`config.mk`:
```
export PLATFORM = sky130hd
export DESIGN_NAME = e2e_crc_engine
export DESIGN_NICKNAME = d
export VERILOG_FILES = /design/src/rtl/e2e_crc_pkg.sv /design/src/rtl/e2e_crc_ctrl.sv /design/src/rtl/e2e_crc_dp.sv /design/src/rtl/e2e_crc_engine.sv
export SDC_FILE = /design/constraint.sdc
export NUM_CORES = 1
export LEC_CHECK = 0
export BUFFER_PORTS_ARGS = -buffer_cell sky130_fd_sc_hd__buf_2
export CAP_MARGIN = 20
export CELL_PAD_IN_SITES_DETAIL_PLACEMENT = 0
export CELL_PAD_IN_SITES_GLOBAL_PLACEMENT = 1
export CORE_UTILIZATION = 47
export DETAILED_ROUTE_END_ITERATION = 12
export PLACE_DENSITY = 0.89
export SYNTH_ARGS = -nofsm -noshare
export SYNTH_HDL_FRONTEND = slang
export SYNTH_HIERARCHICAL = 1
export SYNTH_SLANG_ARGS = --single-unit
```
`constraint.sdc`:
```
create_clock -name clk -period 6.3 [get_ports clk]
set_clock_uncertainty 0.1 [all_clocks]
set_input_delay 1.26 -clock clk [delete_from_list [all_inputs] [get_ports clk]]
set_output_delay 1.26 -clock clk [all_outputs]
set_load 0.03 [all_outputs]
```
`src/rtl/e2e_crc_pkg.sv`:
```
package e2e_crc_pkg;
  localparam int CRC_W = 32;
  localparam int BYTE_W = 8;
  localparam logic [CRC_W-1:0] CRC_POLY = 32'h04C1_1DB7;
  localparam logic [CRC_W-1:0] CRC_SEED = 32'hFFFF_FFFF;
  localparam int TYPE_OFS = 0;
  localparam int TYPE_BIT = 0;
  localparam int POISON_OFS = 2;
  localparam int POISON_BIT = 6;

  typedef struct packed {
    logic adv;       // accept a byte
    logic seed;      // start from seed value
    logic fin;       // last byte of packet
    logic maskType;  // force type-field bit
    logic maskPsn;   // force poisoned bit
  } crc_strobe_t;

  function automatic logic [CRC_W-1:0] crcByte(input logic [CRC_W-1:0] cur,
                                               input logic [BYTE_W-1:0] dat);
    logic [CRC_W-1:0] r;
    logic fb;
    r = cur;
    for (int k = 0; k < BYTE_W; k++) begin
      fb = r[CRC_W-1] ^ dat[k];
      r = {r[CRC_W-2:0], 1'b0} ^ (fb ? CRC_POLY : '0);
    end
    return r;
  endfunction
endpackage

```
`src/rtl/e2e_crc_ctrl.sv`:
```
module e2e_crc_ctrl
  import e2e_crc_pkg::*;
(
  input  logic        clk,
  input  logic        rstN,
  input  logic        inValid,
  input  logic        inSop,
  input  logic        inEop,
  input  logic        inHdr,
  output crc_strobe_t strobe
);
  localparam int MAX_OFS = (POISON_OFS > TYPE_OFS) ? POISON_OFS : TYPE_OFS;
  localparam int CNT_W = $clog2(MAX_OFS + 2);
  localparam logic [CNT_W-1:0] CNT_SAT = CNT_W'(MAX_OFS + 1);

  logic [CNT_W-1:0] byteCnt;
  logic [CNT_W-1:0] curOfs;

  assign curOfs = inSop ? '0 : byteCnt;

  always_comb begin
    strobe.adv      = inValid;
    strobe.seed     = inValid && inSop;
    strobe.fin      = inValid && inEop;
    strobe.maskType = inValid && inHdr && (curOfs == CNT_W'(TYPE_OFS));
    strobe.maskPsn  = inValid && inHdr && (curOfs == CNT_W'(POISON_OFS));
  end

  always_ff @(posedge clk or negedge rstN) begin
    if (!rstN) byteCnt <= '0;
    else if (inValid) begin
      if (curOfs != CNT_SAT) byteCnt <= curOfs + 1'b1;
      else byteCnt <= curOfs;
    end
  end


  sop_restarts_offset_chk: assert property (@(posedge clk) disable iff (!rstN)
    (inValid && inSop) |=> (byteCnt == CNT_W'(1)));


  idle_keeps_offset_chk: assert property (@(posedge clk) disable iff (!rstN)
    !inValid |=> $stable(byteCnt));
endmodule

```
`src/rtl/e2e_crc_dp.sv`:
```
module e2e_crc_dp
  import e2e_crc_pkg::*;
(
  input  logic              clk,
  input  logic              rstN,
  input  crc_strobe_t       strobe,
  input  logic [BYTE_W-1:0] inByte,
  input  logic              checkEn,
  input  logic [CRC_W-1:0]  rxDigest,
  output logic [CRC_W-1:0]  crcOut,
  output logic              crcValid,
  output logic              mismatch
);
  logic [CRC_W-1:0]  crcReg;
  logic [CRC_W-1:0]  baseCrc;
  logic [CRC_W-1:0]  nextCrc;
  logic [BYTE_W-1:0] useByte;

  always_comb begin
    useByte = inByte;
    if (strobe.maskType) useByte[TYPE_BIT] = 1'b1;
    if (strobe.maskPsn) useByte[POISON_BIT] = 1'b1;
    baseCrc = strobe.seed ? CRC_SEED : crcReg;
    nextCrc = crcByte(baseCrc, useByte);
  end

  always_ff @(posedge clk or negedge rstN) begin
    if (!rstN) begin
      crcReg   <= CRC_SEED;
      crcOut   <= '0;
      crcValid <= 1'b0;
      mismatch <= 1'b0;
    end else begin
      crcValid <= strobe.fin;
      mismatch <= strobe.fin && checkEn && ((~nextCrc) != rxDigest);
      if (strobe.fin) begin
        crcReg <= CRC_SEED;
        crcOut <= ~nextCrc;
      end else if (strobe.adv) begin
        crcReg <= nextCrc;
      end
    end
  end


  idle_holds_crc_chk: assert property (@(posedge clk) disable iff (!rstN)
    !strobe.adv |=> $stable(crcReg));


  valid_follows_eop_chk: assert property (@(posedge clk) disable iff (!rstN)
    strobe.fin |=> crcValid);


  out_held_chk: assert property (@(posedge clk) disable iff (!rstN)
    !strobe.fin |=> ($stable(crcOut) && !crcValid));


  mismatch_with_valid_chk: assert property (@(posedge clk) disable iff (!rstN)
    mismatch |-> crcValid);


  no_digest_no_mismatch_chk: assert property (@(posedge clk) disable iff (!rstN)
    (strobe.fin && !checkEn) |=> !mismatch);
endmodule

```
`src/rtl/e2e_crc_engine.sv`:
```
module e2e_crc_engine
  import e2e_crc_pkg::*;
(
  input  logic        clk,
  input  logic        rstN,
  input  logic        inValid,
  input  logic        inSop,
  input  logic        inEop,
  input  logic        inHdr,
  input  logic [7:0]  inByte,
  input  logic        checkEn,
  input  logic [31:0] rxDigest,
  output logic [31:0] crcOut,
  output logic        crcValid,
  output logic        mismatch
);
  crc_strobe_t strobe;

  e2e_crc_ctrl i_ctrl (
    .clk     (clk),
    .rstN    (rstN),
    .inValid (inValid),
    .inSop   (inSop),
    .inEop   (inEop),
    .inHdr   (inHdr),
    .strobe  (strobe)
  );

  e2e_crc_dp i_dp (
    .clk      (clk),
    .rstN     (rstN),
    .strobe   (strobe),
    .inByte   (inByte),
    .checkEn  (checkEn),
    .rxDigest (rxDigest),
    .crcOut   (crcOut),
    .crcValid (crcValid),
    .mismatch (mismatch)
  );
endmodule

```
==> results of run 1 <==
==> cell families after synthesis <==
kind of cell | Yosys count
multiplexers | 17
flip-flops | 68
AND/OR/NAND/NOR | 128
AO/OA/AOI/OAI | 60
XOR/XNOR | 124
buffers and inverters | 35
==> registers in the layout (all words and copies together) (netlist names) <==
name and count:
i_dp/crcReg 32, i_dp/crcValid 1, i_dp/crcOut 32, i_ctrl/byteCnt 2, i_dp/mismatch 1
==> Yosys cell counts, types with 3 or more instances <==
cell type  instances  area share, %
clkbuf_1          17            1.4
xnor2_1           78             15
xnor2_2            4            1.5
mux2i_1            5            1.1
xnor3_1            9            4.5
a211o_1           21            4.1
nor3_1             4           0.45
buf_2              7           0.78
xnor2_4            5            3.1
dfstp_2           32             19
a21oi_1           30            3.4
xor2_1            26            5.1
mux2_2            12            3.0
nor2_1            71            6.0
nor2b_1           21            2.9
buf_4              3           0.50
dfrtp_1           36             20
nor4_1             3           0.42
inv_1              6           0.50
or2_2             12            1.7
==> metal layers <==
metal,vias up,wire [µm],global-route usage (%)
met4,0,338,11.4
li1,1558,-,-
met1,1580,4860,31.2
met5,-,0,0
met2,98,4970,35.4
met3,23,532,5.20
==> worst max-delay path by stage <==
| stage | cells past startpoint | slack, ns | endpoint | from |
|---|---|---|---|---|
| finish | 11 | 2.01 | i_dp/mismatch | inSop |
| global route | 11 | 1.70 | i_dp/mismatch | inSop |
| CTS | 11 | 2.03 | i_dp/mismatch | inSop |
| detailed placement | 11 | 1.65 | i_dp/mismatch | inSop |
| global placement | 12 | 1.72 | i_dp/mismatch | inValid |
| floorplan | 10 | 2.64 | i_dp/mismatch | inSop |
==> cell usage in the layout, fill, tap and decap left out, types with 3 or more instances in the layout <==
master    count
xnor2_1      78
buf_2        80
mux2i_1       5
clkinv_4      3
xnor2_4       5
nor3_1        4
nor4_1        3
or2_2        12
xnor3_1       9
xnor2_2       4
mux2_2       12
dfrtp_1      36
buf_4         4
a21oi_1      30
clkbuf_8      9
dfstp_2      32
inv_1         6
a211o_1      21
nor2b_1      21
nor2_1       71
xor2_1       26
==> metrics by stage <==
step	utilization [%]	setup WS [ns]	area, µm²
2_1_floorplan	-	2.64	4470
3_3_place_gp	53.4	1.72	4930
3_5_place_dp	53.4	1.65	4930
4_1_cts	55.8	2.03	5160
5_1_grt	55.8	1.70	5160
6_report	55.8	2.01	5160
==> area by class of cell <==
class,instances,share of cell area (%)
multi-input cells,329,50.0
flip-flops and latches,68,33.8
repair buffers,84,8.34
well taps,129,3.13
clock buffers,9,2.40
clock inverters,7,1.94
inverters,6,0.437
==> flow_summary.json, run 1 <==
{
  "worstHoldStart": "i_dp/crcOut[20]",
  "period_needed_ns": 4.29,
  "dr.pass1.iters": 4,
  "cp_data_arrival_time_ns": 4.42,
  "synth_compound_area_share_pct": 9.07,
  "insertedDiodeCount": 0,
  "fp.dieW_um": 99.5,
  "synth_flop_cell": "dfrtp_1",
  "clock_latency_ns": 0.36,
  "clock_path_buffers": 2,
  "ios": 81,
  "synthAdderAreaFrac_pct": 0,
  "cp_top_family": "simple AND/OR/NAND/NOR gates",
  "routabilityCongestion": 0.927,
  "r2r_end": "i_dp/mismatch",
  "rrSetupSlack_ns": 2.99,
  "timing.fmax_ghz": 0.233,
  "placedCellCount": 616,
  "rsz0062_at_grt": "false",
  "yosysSeqAreaShare_pct": 39.0,
  "grt_overflow": 0,
  "ys_seq_elements": 68,
  "vias": 3259,
  "grt_pass1_wl_um": 17200,
  "synth.avg_cell_area_um2": 10.3,
  "worstHoldPathCells": 1,
  "hold_path.class": "flip-flop to flip-flop",
  "yosys_warnings": 6,
  "critPathKind": "input port to flip-flop",
  "synth_xor_area_share_pct": 30.5,
  "cp_num_buf_inv": 1,
  "hold_end": "i_dp/crcOut[20]",
  "cts_resized": 0,
  "cts_tree": "done",
  "max_stage_delay_ns": 0.69,
  "synth_edf_count": 0,
  "cts_htree_levels": 3,
  "wl_um": 10700,
  "grt_pass1_vias": 3240,
  "ff_latch_area_mm2": 0.00174,
  "die-area_mm2": 0.00991,
  "hold_viol": 0,
  "start_util_pct": 48.4,
  "holdWs_ns": 0.402,
  "core_mm2": 0.00924,
  "fin_crit_sh_pct": 68.2,
  "crit_slowest_cell": "and2_1",
  "root_buffer": "clkbuf_8",
  "drc": 0,
  "synthMuxAreaShare_pct": 4.14,
  "setup_viol": 0,
  "async_flop_share_pct": 100,
  "path_common_cell": "xor2_1",
  "ant_nets": 0,
  "path_max_fanout": 22,
  "fin_nets": 545,
  "drive_gt1_share_pct": 33.4,
  "synth_top_family_by_area": "XOR/XNOR gates",
  "reg2reg_depth": 11,
  "port_buffers": 80,
  "ys_types": 41,
  "setup_tns_ns": 0,
  "required_ns": 6.43,
  "syn-num-nets": 479,
  "drv_slew": 0,
  "wire_per_inst_um": 16.9,
  "netlist_area_mm2": 0.00447,
  "cp-end-kind": "flip-flop",
  "numCtsBuffers": 9,
  "clock_sinks": 68,
  "slew_headroom_pct": 42.4,
  "drt_iter0_markers": 201,
  "stdcell_count": 632,
  "rows": 35,
  "path_clk_slew_ns": 0.08,
  "grt_max_degree": 71,
  "place_hpwl_um": 7990,
  "worst_pin_slew_ns": 0.864,
  "ctsHoldBuffers": 0,
  "yosys.area_share.simple_pct": 13.9,
  "synthToLayoutAreaGrowth_pct": 15.4,
  "maxCapViolCount": 0,
  "crit_chain": "buf_2 > and2_1 > nor2_2 > xnor2_4 > xnor3_1 > xor2_1 > xor2_1 > nor4_1 > nand4_1 > nor3_1 > a31oi_1",
  "outcome": "complete, no violations",
  "viasPerCell": 5.16,
  "nFillCells": 823,
  "synthCells": 432,
  "post_cts_buffers": 0,
  "die_h_um": 99.5,
  "r2r-start": "i_ctrl/byteCnt[0]",
  "antenna_found_initial": 0,
  "critPathLaunchType": "input port",
  "multi_input_area_mm2": 0.00258,
  "grtUsageTotal_pct": 23.2
}
Power of run 1 is left out: the tool's default activity adds up to more than one toggle a clock period on the data nets, which glitch-free logic cannot reach.
==> inputs of run 2 (changes only) <==
ABC_AREA = 1   (was not set)
CORE_UTILIZATION = 40   (was 47)
PLACE_DENSITY = 0.83   (was 0.89)
clock period = 4.2 ns   (was 6.3 ns; I/O delays follow)
==> run 2 against run 1 <==
Compared with the run above:
- die area grew 33%
- routed wire length grew 66%
- via count grew 66%
- synthesized cell count grew 83%
- core utilization shrank 7.8 points
- cell area grew 14%
- register-to-register slack lost 1.5 ns
- global-route usage grew 5.5 points
==> flow_summary.json, run 2 <==
{
  "netlist_area_mm2": 0.00509,
  "path_clk_slew_ns": 0.06,
  "hold_path.class": "flip-flop to flip-flop",
  "root_buffer": "clkbuf_16",
  "viasPerCell": 5.23,
  "ant_nets": 0,
  "core_mm2": 0.0122,
  "maxCapViolCount": 0,
  "fp.dieW_um": 115,
  "final_common_cell": "nand2_1",
  "clock_path_buffers": 2,
  "synthCells": 791,
  "period_needed_ns": 3.42,
  "async_flop_share_pct": 100,
  "grt_pass1_wl_um": 27600,
  "insertedDiodeCount": 0,
  "cts_htree_levels": 3,
  "max_stage_delay_ns": 0.34,
  "die_h_um": 115,
  "power_switching_w": 0.00168,
  "path_max_fanout": 14,
  "placed_area_mm2": 0.00559,
  "drc": 0,
  "wl_met1_um": 8150,
  "leakagePower_nw": 3.14,
  "setup_tns_ns": 0,
  "clock_latency_ns": 0.35,
  "place_hpwl_um": 13300,
  "fin_nets": 909,
  "cp_num_buf_inv": 5,
  "port_buffers": 80,
  "post_cts_buffers": 0,
  "cp_data_arrival_time_ns": 3.56,
  "synth_most_common_cell": "nand2_1",
  "grt_overflow": 0,
  "wire_per_inst_um": 17.1,
  "ys_types": 32,
  "drt_iter0_markers": 491,
  "synth_flop_cell": "dfrtp_1",
  "synth_top_area_share_pct": 21.7,
  "ctsHoldBuffers": 0,
  "intPower_w": 0.00182,
  "holdWs_ns": 0.388,
  "drive_gt1_share_pct": 22.3,
  "synthToLayoutAreaGrowth_pct": 15.3,
  "cts_resized": 0,
  "cp-end-kind": "flip-flop",
  "cp_top_family": "simple AND/OR/NAND/NOR gates",
  "wl_met2_um": 8010,
  "post-route-cell-area_mm2": 0.00587,
  "yosys_warnings": 6,
  "worst_pin_slew_ns": 1.18,
  "synth_edf_count": 0,
  "synth.area.top_cells": "nand2_1, dfrtp_1, dfstp_2",
  "highest_layer": "met4",
  "crit_slowest_cell": "inv_1",
  "setup_viol": 0,
  "numCtsBuffers": 9,
  "drv_slew": 0,
  "dr.pass1.iters": 6,
  "synth_common_cells": "nand2_1, nor2_1, inv_1",
  "required_ns": 4.34,
  "synth.avg_cell_area_um2": 6.43,
  "start_util_pct": 41.7,
  "placedCellCount": 1019,
  "hold_viol": 0,
  "vias": 5410,
  "met3WireLength_um": 990,
  "slew_headroom_pct": 20.9,
  "clock_sinks": 68,
  "grt_pass1_vias": 5085,
  "outcome": "complete, no violations",
  "reg_top3": "i_dp/crcOut (32), i_dp/crcReg (32), i_ctrl/byteCnt (2)",
  "grt_max_degree": 69,
  "cts_tree": "done",
  "synth_top_area_cell": "nand2_1",
  "syn-num-nets": 838,
  "timing.fmax_ghz": 0.293,
  "ys_seq_elements": 68,
  "clkPwrFrac_pct": 20.6,
  "wl_um": 17700,
  "grtUsageTotal_pct": 28.7,
  "stdcell_count": 1035,
  "rows": 40,
  "fin_crit_sh_pct": 81.3,
  "combPwrFrac_pct": 50.4,
  "antenna_found_initial": 0,
  "power.density_mw_per_mm2": 596,
  "power_frac_seq_pct": 29.0,
  "ios": 81,
  "ir_worst_vdd_mv": 0.287,
  "routabilityCongestion": 0.932,
  "rsz0062_at_grt": "false",
  "critPathLaunchType": "input port",
  "swShare_pct": 48.1,
  "die-area_mm2": 0.0132,
  "critPathKind": "input port to flip-flop",
  "crit_chain": "buf_2 > nand2_1 > inv_1 > buf_4 > nor2_1 > nand2_1 > nand2_2 > inv_2 > nand3_1 > nand2_2 > nand2_1 > nand2_2 > inv_2 > nand2_1 > nand3_1 > nor2_1 > nand3_1 > nor2_1 > nor2_1",
  "yosysSeqAreaShare_pct": 34.2,
  "power_w": 0.00350,
  "final_cell_mix": "nand2_1, nor2_1, buf_2, inv_1, nand3_1"
}
run 2: cell count changes in the layout (fill, tap and decap cells not counted), moves of 26 or more:
cell,before,now
nand3_1,2,71
nand2_1,2,294
xnor2_1,78,2
inv_1,6,73
nand2_2,0,35
a31oi_1,1,29
o21ai_0,1,27
run 2: path summary, 6_finish.rpt:
kind / startpoint / end / slack, ns / cells after the start
setup / recovery: inSop / i_dp/mismatch / 0.78 / 19
hold / removal: i_dp/crcReg[22] / i_dp/crcReg[22] / 0.39 / 2
setup reg to reg: i_ctrl/byteCnt[0] / i_dp/mismatch / 1.49 / 20
hold reg to reg: i_dp/crcReg[22] / i_dp/crcReg[22] / 0.39 / 2
max in group asynchronous: rstN / i_dp/crcReg[10] / 3.23 / 2
min in group asynchronous: rstN / i_ctrl/byteCnt[1] / 0.41 / 2
run 2: stage by stage:
| stage | setup WS (ns) | util, % |
|---|---|---|
| after floorplan | 1.51 | - |
| after global placement | 0.378 | 45.8 |
| after detailed placement | 0.432 | 45.8 |
| after CTS | 0.808 | 48.1 |
| after global routing | 0.587 | 48.1 |
| final | 0.783 | 48.1 |
run 2: area by class of cell:
| type | count | area, µm² |
|---|---|---|
| inverter | 80 | 300 |
| clock buffer | 10 | 239 |
| tap | 168 | 210 |
| multi-input combinational | 616 | 2870 |
| clock inverter | 6 | 40.0 |
| sequential | 68 | 1740 |
| fill | 1332 | 6340 |
| timing repair buffer | 87 | 465 |
run 2: metal layers:
layer / vias to the layer above / track usage [%]
met4: 0 / 11.9
met1: 2515 / 38.4
li1: 2665 / -
met5: - / 0
met3: 34 / 5.48
met2: 196 / 45.6
run 2: tightest hold or removal path, cell delays in order (launching register included):
cell	delay, ns
dfstp_2	0.37
inv_1	0.06
a32oi_1	0.05
run 2: power groups by stage:
stage,combinational (W),sequential (W),clock [W]
after floorplan,0.00107,0.00119,0
after CTS,0.00175,0.00102,0.000743
after global routing,0.00197,0.00103,0.000761
final,0.00176,0.00102,0.000720
after detailed placement,0.00175,0.00103,0
after global placement,0.00173,0.00102,0
run 2: cell families (layout without fill, tap and decap cells):
| family | count (synthesis) | count (layout) | synth area share, % |
|---|---|---|---|
| and+or+nand+nor | 522 | 522 | 45.1 |
| buffers and inverters | 107 | 183 | 9.37 |
| AOI/OAI and AO/OA | 87 | 87 | 10.1 |
| DFF | 68 | 68 | 34.2 |
| xor gates and xnor gates | 7 | 7 | 1.20 |
(Power assumes the default switching activity.)
==> inputs of run 3 (changes only) <==
clock period = 3.3 ns   (was 4.2 ns; I/O delays follow)
==> run 3 against run 2 <==
Compared with the run above:
- sequential cell count stayed put
- clock power is 31% higher
- critical endpoint unchanged
- highest routed layer unchanged
- power is 31% higher
- largest cell class unchanged
- cell area is 3.1% higher
- count of clock-buffer cells in the layout is 4 higher
- worst hold slack worse by 0.12 ns
- register-to-register slack worse by 0.89 ns
- cell count is 1.9% higher
- sequential share of layout area is 0.88 points lower
- critical path type unchanged
==> flow_summary.json, run 3 (synthesized netlist as in run 2, its figures left out) <==
{
  "wl_um": 18200,
  "period_needed_ns": 2.89,
  "maxCapViolCount": 0,
  "critPathLaunch": "inValid",
  "power_w": 0.00457,
  "outcome": "complete, no violations",
  "grt_pass1_vias": 5141,
  "drc": 0,
  "worst_pin_slew_ns": 0.718,
  "placedCellCount": 1039,
  "rsz0062_at_grt": "false",
  "rows": 40,
  "stdcell_count": 1055,
  "reg_top3": "i_dp/crcOut (32), i_dp/crcReg (32), i_ctrl/byteCnt (2)",
  "fin_nets": 929,
  "dr.pass1.iters": 5,
  "clock_latency_ns": 0.34,
  "leakagePower_nw": 3.26,
  "cts_tree": "done",
  "grtUsageTotal_pct": 29.1,
  "ctsHoldBuffers": 0,
  "antenna_found_initial": 0,
  "critPathLaunchType": "input port",
  "final_common_cell": "nand2_1",
  "path_clk_slew_ns": 0.06,
  "slew_headroom_pct": 52.2,
  "rrSetupSlack_ns": 0.60,
  "routabilityCongestion": 0.963,
  "place_hpwl_um": 14100,
  "insertedDiodeCount": 0,
  "die_h_um": 115,
  "clock_sinks": 68,
  "die-area_mm2": 0.0132,
  "fp.dieW_um": 115,
  "cts_resized": 0,
  "grt_overflow": 0,
  "timing.fmax_ghz": 0.347,
  "cp-end-kind": "flip-flop",
  "numCtsBuffers": 9,
  "power.density_mw_per_mm2": 756,
  "nFillCells": 1302,
  "core_mm2": 0.0122,
  "setup_viol": 0,
  "hold_path.class": "input port to async pin",
  "final_cell_mix": "nand2_1, nor2_1, buf_2, inv_1, nand3_1",
  "vias": 5421,
  "post_cts_buffers": 0,
  "ir_worst_vdd_mv": 0.327,
  "ios": 81,
  "setup_tns_ns": 0,
  "wire_per_inst_um": 17.2,
  "cp_data_arrival_time_ns": 3.02,
  "path_max_fanout": 24,
  "hold_viol": 0,
  "synthToLayoutAreaGrowth_pct": 18.8,
  "ant_nets": 0,
  "start_util_pct": 41.7,
  "drt_iter0_markers": 338,
  "critPathKind": "input port to flip-flop",
  "required_ns": 3.43,
  "viasPerCell": 5.14,
  "port_buffers": 80,
  "clock_path_buffers": 2,
  "r2r-start": "i_ctrl/byteCnt[0]",
  "root_buffer": "clkbuf_16",
  "fin_ws_ns": 0.415,
  "cts_htree_levels": 3,
  "grt_pass1_wl_um": 27900,
  "holdWs_ns": 0.267,
  "dpl_worst_slack_ns": 0.0921,
  "fin_crit_sh_pct": 87.4,
  "drive_gt1_share_pct": 23.8,
  "grt_max_degree": 42,
  "drv_slew": 0
}
[run 3: cell type report]
cell class,instances,area [µm²],share of cell area (%)
tap,168,210,3.48
timing repair buffer,107,641,10.6
sequential,68,1740,28.8
multi-input combinational,616,2870,47.5
clock inverter,2,10.0,0.165
inverter,80,300,4.96
clock buffer,14,274,4.53
[run 3: worst max-delay path, stage by stage]
cell and delay [ns]:
buf_2 0.11, nand2_1 0.09, inv_1 0.07, buf_12 0.17, inv_2 0.13, nand2_2 0.07, nand2_1 0.07, nand2_2 0.18
nand2_2 0.17, nand2_4 0.06, buf_4 0.16, or2_1 0.25, nand2_1 0.12, nand2_1 0.07, nand2_1 0.09, nand3_1 0.07
nor2_1 0.14, nand3_1 0.13, nor2_1 0.13, nor2_1 0.05
[run 3: final timing paths]
kind / cells past startpoint / to
max: 20 / i_dp/mismatch
min: 1 / i_dp/crcOut[31]
max reg2reg: 20 / i_dp/mismatch
min reg2reg: 2 / i_dp/crcOut[22]
max in group asynchronous: 2 / i_dp/crcReg[7]
min in group clk: 2 / i_dp/crcOut[22]
[run 3: power by group]
group / switching [W] / internal [W] / total, W
sequential: 0.000143 / 0.00114 / 0.00128
combinational: 0.00163 / 0.000719 / 0.00235
clock: 0.000376 / 0.000569 / 0.000945
[run 3: layer usage]
| metal | wire length, µm | part of all wire, % | global-route usage (%) |
|---|---|---|---|
| met3 | 1060 | 5.8 | 5.06 |
| met5 | 0 | 0 | 0 |
| met4 | 520 | 2.9 | 12.6 |
| met2 | 8190 | 45 | 46.4 |
| met1 | 8400 | 46 | 38.9 |
[run 3: stage by stage]
stage	area, µm²	utilization [%]
floorplan	5090	-
CTS	6050	49.5
finish	6050	49.5
global placement	5760	47.2
global route	6050	49.5
detailed placement	5760	47.2
